[src/rtl/vr_startup_seq.sv]
module vr_startup_seq #(
  parameter int VID_W     = 6,
  parameter int CODE_W    = 8,
  parameter int TD1_CYC   = 10,
  parameter int TD3_CYC   = 12,
  parameter int STEP_CYC  = 3,
  parameter int BOOT_CODE = 20
) (
  input  logic              clk,
  input  logic              rst_n,
  input  logic              por_logic,
  input  logic [2:0]        drv_por,
  input  logic              en_ok,
  input  logic              drv_en_ok,
  input  logic [1:0]        phase_cfg,
  input  logic [1:0]        mode,
  input  logic [VID_W-1:0]  vid,
  input  logic              vout_ok,
  output logic              pwm_oe,
  output logic [CODE_W-1:0] ref_code,
  output logic              ramp_en,
  output logic              pgood
);
  localparam int TD_MAX = (TD1_CYC > TD3_CYC) ? TD1_CYC : TD3_CYC;
  localparam int CNT_W  = $clog2(TD_MAX + 1);
  localparam int SC_W   = $clog2(STEP_CYC + 1);

  typedef enum logic [2:0] {S_OFF, S_DLY, S_RAMP1, S_HOLD, S_WAIT, S_RAMP2, S_RUN} st_t;

  st_t               st;
  logic [CODE_W-1:0] ref_q, tgt, goal, vid_code;
  logic [CNT_W-1:0]  cnt;
  logic [SC_W-1:0]   sc;
  logic              en_all, direct, five, noload, vid_valid, at_goal, tick;

  assign en_all    = por_logic & en_ok & drv_en_ok & drv_por[0] &
                     (~phase_cfg[1] | (drv_por[1] & drv_por[2]));
  assign direct    = mode[1];
  assign five      = mode[1] & mode[0];
  assign noload    = five & (&vid[4:0]);
  assign vid_code  = five ? CODE_W'(vid[4:0]) : CODE_W'(vid);
  assign vid_valid = (vid != '0) && !(&vid);
  assign goal      = (st == S_RAMP1) ? CODE_W'(BOOT_CODE) : tgt;
  assign at_goal   = (ref_q == goal);
  assign tick      = (sc == SC_W'(STEP_CYC - 1));

  always_ff @(posedge clk or negedge rst_n) begin
    if (!rst_n) begin
      st <= S_OFF; ref_q <= '0; tgt <= '0; cnt <= '0; sc <= '0;
    end else if (st != S_OFF && !en_all) begin
      st <= S_OFF; ref_q <= '0; cnt <= '0; sc <= '0;
    end else begin
      case (st)
        S_OFF:
          if (en_all && !noload) begin
            cnt <= '0; sc <= '0; ref_q <= '0;
            if (direct) begin
              tgt <= vid_code;
              st  <= S_RAMP2;
            end else begin
              st <= S_DLY;
            end
          end
        S_DLY:
          if (cnt == CNT_W'(TD1_CYC - 1)) begin
            cnt <= '0; sc <= '0; st <= S_RAMP1;
          end else begin
            cnt <= cnt + 1'b1;
          end
        S_RAMP1, S_RAMP2:
          if (at_goal) begin
            sc <= '0; cnt <= '0;
            st <= (st == S_RAMP1) ? S_HOLD : S_RUN;
          end else if (tick) begin
            sc    <= '0;
            ref_q <= (ref_q < goal) ? ref_q + 1'b1 : ref_q - 1'b1;
          end else begin
            sc <= sc + 1'b1;
          end
        S_HOLD:
          if (cnt == CNT_W'(TD3_CYC - 1)) begin
            cnt <= '0; sc <= '0;
            if (vid_valid) begin
              tgt <= vid_code;
              st  <= S_RAMP2;
            end else begin
              st <= S_WAIT;
            end
          end else begin
            cnt <= cnt + 1'b1;
          end
        S_WAIT:
          if (vid_valid) begin
            tgt <= vid_code; sc <= '0; st <= S_RAMP2;
          end
        S_RUN: ;
        default: st <= S_OFF;
      endcase
    end
  end

  assign pwm_oe   = (st != S_OFF);
  assign ref_code = ref_q;
  assign ramp_en  = (st == S_RAMP1) || (st == S_RAMP2);
  assign pgood    = (st == S_RUN) && vout_ok;
endmodule


[config.mk]
export PLATFORM = sky130hd
export DESIGN_NAME = vr_startup_seq
export DESIGN_NICKNAME = d
export VERILOG_FILES = /design/src/rtl/vr_startup_seq.sv
export SDC_FILE = /design/constraint.sdc
export NUM_CORES = 1
export LEC_CHECK = 0
export BUFFER_PORTS_ARGS = -buffer_cell sky130_fd_sc_hd__buf_2
export CAP_MARGIN = 5
export CORE_MARGIN = 3
export CORE_UTILIZATION = 62
export CTS_BUF_LIST = sky130_fd_sc_hd__clkbuf_8 sky130_fd_sc_hd__clkbuf_16
export DETAILED_ROUTE_END_ITERATION = 16
export PLACE_DENSITY_LB_ADDON = 0.12
export SETUP_SLACK_MARGIN = 0.05
export SLEW_MARGIN = 20
export SYNTH_ARGS = -nofsm -noshare
export SYNTH_HDL_FRONTEND = slang
export SYNTH_SLANG_ARGS = --single-unit
[constraint.sdc]
create_clock -name clk -period 5.4 [get_ports clk]
set_input_delay 0.54 -clock clk [delete_from_list [all_inputs] [get_ports clk]]
set_output_delay 0.54 -clock clk [all_outputs]
set_load 0.03 [all_outputs]
# Word-level counts from Yosys, hierarchy flattened
# Index checks and enable logic that the tools add are counted.
[word_totals]
register_bits = 25
latch_bits = 0
ramBits = 0
romBits = 0
mem_count = 0
[classes]
n_addsub = 4
multipliers = 0
div_mod_pow = 0
order_cmp = 1
n_eq_ne = 21
shifts = 0
muxes = 37
n_bitwise = 10
reduce_logical = 23
[op_table]
columns = ["operator", "n"]
rows = [
  ["$mux 8", 10],
  ["$mux 3", 8],
  ["$pmux 8 s3", 1],
  ["$ne 3x3->1 const B", 7],
  ["$mux 4", 5],
  ["$pmux 3 s6", 1],
  ["$pmux 4 s4", 1],
  ["$pmux 8 s2", 1],
  ["$reduce_and 5->1", 3],
  ["$mux 2", 7],
  ["$reduce_and 6->1", 2],
  ["$reduce_bool 6->1", 2],
  ["$pmux 2 s5", 1],
  ["$eq 3x3->1 const B", 3],
  ["$reduce_bool 3->1", 3],
  ["$add 8x1->8 const B", 1],
  ["$eq 4x4->1 const B", 2],
  ["$eq 8x8->1", 1],
  ["$lt 8x8->1", 1],
  ["$ne 2x2->1 const B", 4],
  ["$sub 8x1->8 const B", 1],
  ["$and 1x1->1", 7],
  ["$eq 3x2->1 const B", 2],
  ["$mux 6", 1],
  ["15 further kinds", 21],
]

# Logic depth before layout (Yosys ltp)
# Gate-level depths: netlist of the first run.
[depth]
ltp_word = 8
mapped_depth = 15
ltp_nobuf = 14

# Worst setup path before layout of the first run
# No wires, ideal clock.
[synth_timing]
path_kind = "flip-flop to flip-flop"
startpoint = "register st[1]"
endpoint = "register ref_q[6] (netlist: ref_code[6])"
arrival_time_ps = 3084
required_ps = 5297
slack_ps = 2213
stages_incl_launch_ff = 15
n_path_buf = 1
cell_sequence = "dfrtp_1 -> buf_6 -> nor2b_1 -> nand2_1 -> nand2_1 -> ha_1 -> or3_1 -> or3_1 -> o21a_1 -> ha_1 -> nor2b_1 -> o31a_1 -> o21a_1 -> o21a_1 -> o41ai_2"
[synth_between]
elab_chain_cells = 8
elab_cells_between_ends = 19
cone_classes = "order compare (1); eq/ne (6); mux (6); reduce/logical (6)"
[synth_lines]
columns = ["element", "line_no", "text"]
rows = [
  ["start, declared", "30", "st_t st;"],
  ["start signal, assigned", "73", "st <= (st == S_RAMP1) ? S_HOLD : S_RUN;"],
  ["$eq 3x2->1", "43, 53", ""],
  ["$mux 8", "43", "assign goal = (st == S_RAMP1) ? CODE_W'(BOOT_CODE) : tgt;"],
  ["$lt 8x8->1", "76", "ref_q <= (ref_q < goal) ? ref_q + 1'b1 : ref_q - 1'b1;"],
  ["$mux 8", "76", ""],
  ["$mux 8", "74", "end else if (tick) begin"],
  ["$mux 8", "71", "if (at_goal) begin"],
  ["$pmux 8 s2", "53", "case (st)"],
  ["$mux 8", "50", "end else if (st != S_OFF && !en_all) begin"],
  ["end signal, assigned", "76", ""],
  ["end, declared", "31", "logic [CODE_W-1:0] ref_q, tgt, goal, vid_code;"],
]
# Parallel ways exist; a longest one is shown, timed or not. The select of a mux whose other input is x is not followed.
# A chain may end at the register's enable or synchronous reset.

# Worst setup path after layout of the first run
[layout_timing]
startpoint = "register st[0]"
endpoint = "register ref_q[7] (netlist: ref_code[7])"
# Same word-level chain as after synthesis.

==> results of run 1 <==
==> stage by stage <==
stage / hold slack [ns] / cell area (um^2)
5_1_grt: 0.2715 / 2167
6_report: 0.2359 / 2167
2_1_floorplan: 0.2444 / 1977
3_3_place_gp: 0.4895 / 2121
3_5_place_dp: 0.4967 / 2121
4_1_cts: 0.2541 / 2167
==> cell type report <==
cell class | count | area, um^2 | share of cell area
multi-input cells | 162 | 1308 | 0.6033
flip-flops and latches | 23 | 575.6 | 0.2656
repair buffers | 28 | 140.1 | 0.06466
well taps | 42 | 52.55 | 0.02425
inverters | 12 | 45.04 | 0.02079
clock buffers | 3 | 41.29 | 0.01905
clock inverters | 1 | 5.005 | 0.002309
==> final timing paths <==
path                                to  slack, ns  depth (start not counted)
setup / recovery           ref_code[7]       1.62                         13
hold / removal             ref_code[6]       0.24                          1
setup reg to reg           ref_code[7]       1.62                         13
hold reg to reg                 tgt[3]       0.52                          1
max in group asynchronous       tgt[5]       4.81                          1
min in group clk                tgt[3]       0.52                          1
==> cell usage in the layout (no fill, tap or decap), drive strengths merged, types with 3 or more instances in the layout <==
cell / synthesis / layout
o21ai: 10 / 10
ha: 14 / 14
inv: 12 / 12
a21oi: 12 / 12
nor2b: 7 / 7
a21o: 4 / 4
nor4: 3 / 3
o2111ai: 4 / 4
xnor2: 3 / 3
buf: 7 / 28
o21a: 4 / 4
a211oi: 3 / 3
clkbuf: 0 / 3
or3: 5 / 5
nand2: 11 / 11
nor2: 13 / 13
nand3: 4 / 4
o211ai: 4 / 4
mux2i: 3 / 3
mux2: 8 / 8
dfrtp: 23 / 23
nor3: 8 / 8
o41ai: 4 / 4
==> metal layers <==
layer / track usage / vias up / routed length (um)
met4: 0.04132 / 0 / 12
met1: 0.3163 / 850 / 2016
li1: - / 826 / -
met2: 0.4354 / 46 / 2295
met3: 0.02518 / 2 / 181
met5: 0 / - / 0
==> cells by family (layout without fill, tap and decap cells) <==
group / after synthesis / count (layout) / share of synthesized area
xor+xnor: 3 / 3 / 0.01329
simple gates: 69 / 69 / 0.2139
flops: 23 / 23 / 0.2911
mux: 11 / 11 / 0.07215
fa+ha+maj: 15 / 15 / 0.09874
compound gates: 64 / 64 / 0.2633
buf+inv: 19 / 44 / 0.04746
==> registers in the layout, indices dropped and copies added, names as in the netlist <==
| register | cells |
|---|---|
| ref_code | 8 |
| tgt | 6 |
| cnt | 4 |
| st | 3 |
| sc | 2 |
==> power by group through the flow <==
stage / clock (uW) / sequential [uW] / combinational, uW
6_report: 109 / 253 / 430
5_1_grt: 119 / 261 / 473
4_1_cts: 109 / 252 / 426
3_5_place_dp: 0 / 255 / 423
3_3_place_gp: 0 / 253 / 397
2_1_floorplan: 0 / 229 / 362
==> flow_metrics.tcl, run 1 <==
set metrics [dict create \
    first_pass_iters 4 \
    dp_cells 267 \
    grt_util_all_layers 0.2419 \
    drive_above_1_share 0.2620 \
    io_buffers 28 \
    clockBufferDepth 2 \
    power_uw 791.1 \
    htreeDepth 1 \
    synth.most_common_cell "dfrtp_1" \
    fin_cells 271 \
    detail_route.wl_per_cell_um 16.63 \
    synth_cell_types 68 \
    ioPinCount 30 \
    postCtsSetupBuffers 0 \
    tns_ns 0 \
    ys_top_cells_by_area "dfrtp_1 29%, ha_1 8.9%, mux2_4 4.6%, a21oi_1 2.8%, o41ai_2 2.5%" \
    ant_nets 0 \
    diodes 0 \
    routed_via_density 6.362 \
    final.min_clock_period_ns 3.781 \
    post_cts_resized 0 \
    cts_tree "built" \
    crit_path_cell_trace "inv_1 > nand2_1 > nand2_1 > ha_1 > or3_1 > or3_1 > o21a_1 > ha_1 > nand3_1 > o2111ai_1 > o211ai_1 > mux2i_1 > a32o_1" \
    pre_cts_ws_ns 1.686 \
    crit_path_top_delay_cell "dfrtp_1" \
    synthTopCellsByCount "23 x dfrtp_1, 14 x ha_1, 12 x inv_1, 12 x nor2_1, 11 x a21oi_1" \
    pwr-share-seq 0.319 \
    coreArea_mm2 0.002900 \
    synth-main-ff-cell "dfrtp_1" \
    nNetsFinal 264 \
    fillers 233 \
    rsz0062_at_grt "no" \
    p_per_area_mw_per_mm2 365.0 \
    hpwl_mm 3.484 \
    antenna_found_initial 0 \
    clock_skew_ns 0.005965 \
    utilization 0.7472 \
    grt_pass1_vias 1758 \
    clk_pin_slew_ns 0.09 \
    cts_hold_buf 0 \
    cp_data_arrival_time_ns 3.94 \
    worstSkewPairLatency_ns 0.27 \
    rows 19 \
    drt_wl_total_mm 4.506 \
    p_leak_uw 0.001011 \
    start_kind "flop" \
    dr_total_vias 1724 \
    power.switching_uw 360.0 \
    async_flop_share 1.000 \
    max_stage_delay_ns 0.67 \
    combPwrFrac 0.543 \
    drt_iter0_drc 127 \
    synth_edf_count 0 \
    slew_headroom 0.5646 \
    hold_viol 0 \
    synth_nets 238 \
    max_freq_mhz 264.5 \
    maxCapViolations 0 \
    cts_made_buffers 3 \
    area_growth_pct 9.620 \
    cts-root-buf "clkbuf_8" \
    synth_warnings 0 \
    initial_utilization 0.6816 \
    p_int_uw 431.1 \
    gp_congestion 0.8417 \
    grt_max_degree 24 \
    synth_cells 204 \
    sw_frac_of_total 0.4551 \
    fin_crit_sh 0.7002 \
    cts.sinks 23 \
    crit_fanout 17 \
    setup_viol 0 \
    crit_path_end_kind "flop" \
    synth_top_area_frac 0.2911 \
    worstReg2RegStart "st[0]" \
    worst_pin_slew_ns 0.6531 \
    drc_errors 0 \
    final.setup.worst_slack_ns 1.619 \
    grt_pass1_wl_mm 7.893 \
    dieArea_mm2 0.003902 \
    slew_viol_final 0 \
    outcome "completed" \
    die_x_um 62.47 \
    syn-cell-area_mm2 0.001977 \
    p_clk_frac 0.137 \
    post-synth-top-area-cell "dfrtp_1" \
    critical_path.top_delay_family "simple AND/OR/NAND/NOR gates" \
    vdd_ir_drop_max_mv 0.3008 \
    worstSetupPathType "flop to flop" \
    critPathBufInv 1 \
    ys_seq_area_frac 0.2911 \
    startpoint "st[0]" \
    overflow 0 \
    synth_seq_cells 23 \
    hp-class "input port to async pin" \
    avgSynthCellArea_um2 9.691 \
    cp.required_ns 5.56 \
    die_h_um 62.47 \
]
Note: power is estimated with default switching activity, not from simulation.
==> run 2, diff against run 1 <==
- ABC_AREA: unset -> 1
- CORE_UTILIZATION: 62 -> 56
- clock period: 5.4 -> 3.7 ns (I/O delays scaled with it)
==> run 2 against run 1 <==
Global-route usage shrank 3.8 points. Core utilization shrank 5.0 points. First-iteration DRC count shrank 44%. Largest power group unchanged.
==> flow_metrics.tcl, run 2 <==
set metrics [dict create \
    crit_path_end_kind "flop" \
    grt_pass1_vias 1536 \
    critical_path.top_delay_family "simple AND/OR/NAND/NOR gates" \
    antenna_found_initial 0 \
    grt_util_all_layers 0.2037 \
    yosys.area_share.simple 0.2981 \
    crit_path_top_delay_cell "ha_1" \
    post_cts_resized 0 \
    largest_reg_flops 8 \
    drt_wl_total_mm 3.770 \
    synth_compound_area_frac 0.1511 \
    max_freq_mhz 318.7 \
    fin_cells 324 \
    first_pass_iters 5 \
    clock_skew_ns 0.002773 \
    drive_above_1_share 0.1879 \
    dp_cells 320 \
    synth_seq_cells 23 \
    fin_crit_sh 0.8481 \
    synth_top_area_frac 0.3203 \
    setup_viol 0 \
    fillers 275 \
    crit_path_frequent_cell "nand2_1" \
    synthAdderAreaFrac 0.1086 \
    drt_iter0_drc 71 \
    htreeDepth 1 \
    routed_via_density 5.281 \
    drc_errors 0 \
    grt_pass1_wl_mm 6.534 \
    grt_max_degree 24 \
    p_per_area_mw_per_mm2 555.9 \
    dieArea_mm2 0.003924 \
    cp_data_arrival_time_ns 3.30 \
    cts_hold_buf 0 \
    io_buffers 28 \
    detail_route.wl_per_cell_um 11.64 \
    cts-root-buf "clkbuf_8" \
    hp-class "input port to async pin" \
    diodes 0 \
    cts_made_buffers 3 \
    initial_utilization 0.6195 \
    coreArea_mm2 0.002900 \
    async_flop_share 1.000 \
    worstSkewPairLatency_ns 0.27 \
    utilization 0.6976 \
    post-synth-top-area-cell "dfrtp_1" \
    max_stage_delay_ns 0.46 \
    cts.sinks 23 \
    worstSetupPathType "flop to flop" \
    maxCapViolations 0 \
    synth_cell_types 29 \
    die_x_um 62.65 \
    worst_pin_slew_ns 0.5341 \
    hold_viol 0 \
    outcome "completed" \
    rows 19 \
    area_growth_pct 12.60 \
    synth_top_family_by_area "simple AND/OR/NAND/NOR gates" \
    rsz0062_at_grt "no" \
    crit_path_cell_trace "inv_2 > nor2_1 > nand2_1 > nand2_1 > inv_1 > ha_1 > nand2_1 > inv_1 > nand2_1 > nand2_1 > nand2_1 > nand2_1 > ha_1 > nand3_1 > nand2_1 > nand2_1 > o21ai_0 > nand3_1 > nand3_1 > nand2_1" \
    synth_warnings 0 \
    muxShareOfSynthArea 0 \
    tns_ns 0 \
    dr_total_vias 1711 \
    overflow 0 \
    synthTopCellsByCount "72 x nand2_1, 36 x inv_1, 23 x dfrtp_1" \
    final_common_cell "nand2_1" \
    final.min_clock_period_ns 3.138 \
    ioPinCount 30 \
    cts_tree "built" \
    synth_edf_count 0 \
    crit_fanout 9 \
    vdd_ir_drop_max_mv 0.4086 \
    p_leak_uw 0.001158 \
    power_uw 1125 \
    gp_congestion 0.9319 \
    start_kind "flop" \
    synth_cells 251 \
    clockBufferDepth 2 \
    layout_common_cells "72 x nand2_1, 37 x inv_1, 28 x buf_2" \
    die_h_um 62.65 \
    postCtsSetupBuffers 0 \
    synth.most_common_cell "nand2_1" \
    nNetsFinal 317 \
    clk_pin_slew_ns 0.08 \
    critPathBufInv 3 \
    slew_headroom 0.6439 \
    slew_viol_final 0 \
    synth-main-ff-cell "dfrtp_1" \
    cp.required_ns 3.87 \
    syn-cell-area_mm2 0.001797 \
    ys_seq_area_frac 0.3203 \
    ant_nets 0 \
    synth_nets 285 \
    hpwl_mm 3.024 \
    ys_top_cells_by_area "dfrtp_1 32%, nand2_1 15%, ha_1 9.7%, inv_1 7.5%, nand3_1 4.5%" \
    synth-xor-area-share 0.03412 \
    avgSynthCellArea_um2 7.158 \
]
## run 2: where the power goes
group          leakage (uW)  total (uW)  switching (uW)  internal (uW)
Combinational      0.000823         610             401            210
Clock             0.0000269         155            80.4           74.2
Sequential         0.000308         360            49.0            311
## run 2: area by class of cell
| cell class | count | area, um^2 | area share |
|---|---|---|---|
| Sequential cell | 23 | 575.6 | 0.2845 |
| Inverter | 39 | 146.4 | 0.07236 |
| Multi-Input combinational cell | 188 | 1064 | 0.5257 |
| Clock buffer | 3 | 41.29 | 0.02041 |
| Timing Repair Buffer | 28 | 140.1 | 0.06926 |
| Tap cell | 42 | 52.55 | 0.02597 |
| Clock inverter | 1 | 3.754 | 0.001855 |
## run 2: kinds of logic (layout without fill, tap and decap cells)
kind of cell               after synthesis  count (layout)
buffers and inverters                   40              71
AOI/OAI and AO/OA                       45              45
DFF                                     23              23
and+or+nand+nor                        121             121
xor gates and xnor gates                 7               7
adders and majority gates               15              15
## run 2: layer usage
metal  wire length (um)  track usage
met4                 77      0.08264
met5                  0            0
met2               1797       0.3475
met3                193      0.02878
met1               1701       0.2579
## run 2: per-stage QoR
step / hold WS [ns] / area [um^2] / setup WS (ns)
2_1_floorplan: 0.07441 / 1797 / 1.055
4_1_cts: 0.08758 / 2023 / 0.5195
6_report: 0.07515 / 2023 / 0.5622
3_5_place_dp: 0.3786 / 1978 / 0.5501
5_1_grt: 0.1098 / 2023 / 0.1727
3_3_place_gp: 0.3773 / 1978 / 0.6486
## run 2: worst register-to-register path: cells and delay by family, from the launching register on
kind	cells	cell delay (ns)
simple gates	14	1.48
fa+ha+maj	2	0.72
flops	1	0.42
compound gates	1	0.24
buf+inv	3	0.18
## run 2: path summary, 6_finish.rpt
path,startpoint,endpoint,slack (ns),depth (start not counted)
max,st[1],ref_code[7],0.56,20
min,rst_n,ref_code[6],0.08,1
max reg2reg,st[1],ref_code[7],0.56,20
min reg2reg,sc[0],sc[0],0.48,1
max in group asynchronous,rst_n,tgt[1],3.27,1
min in group clk,vid[0],tgt[0],0.36,3
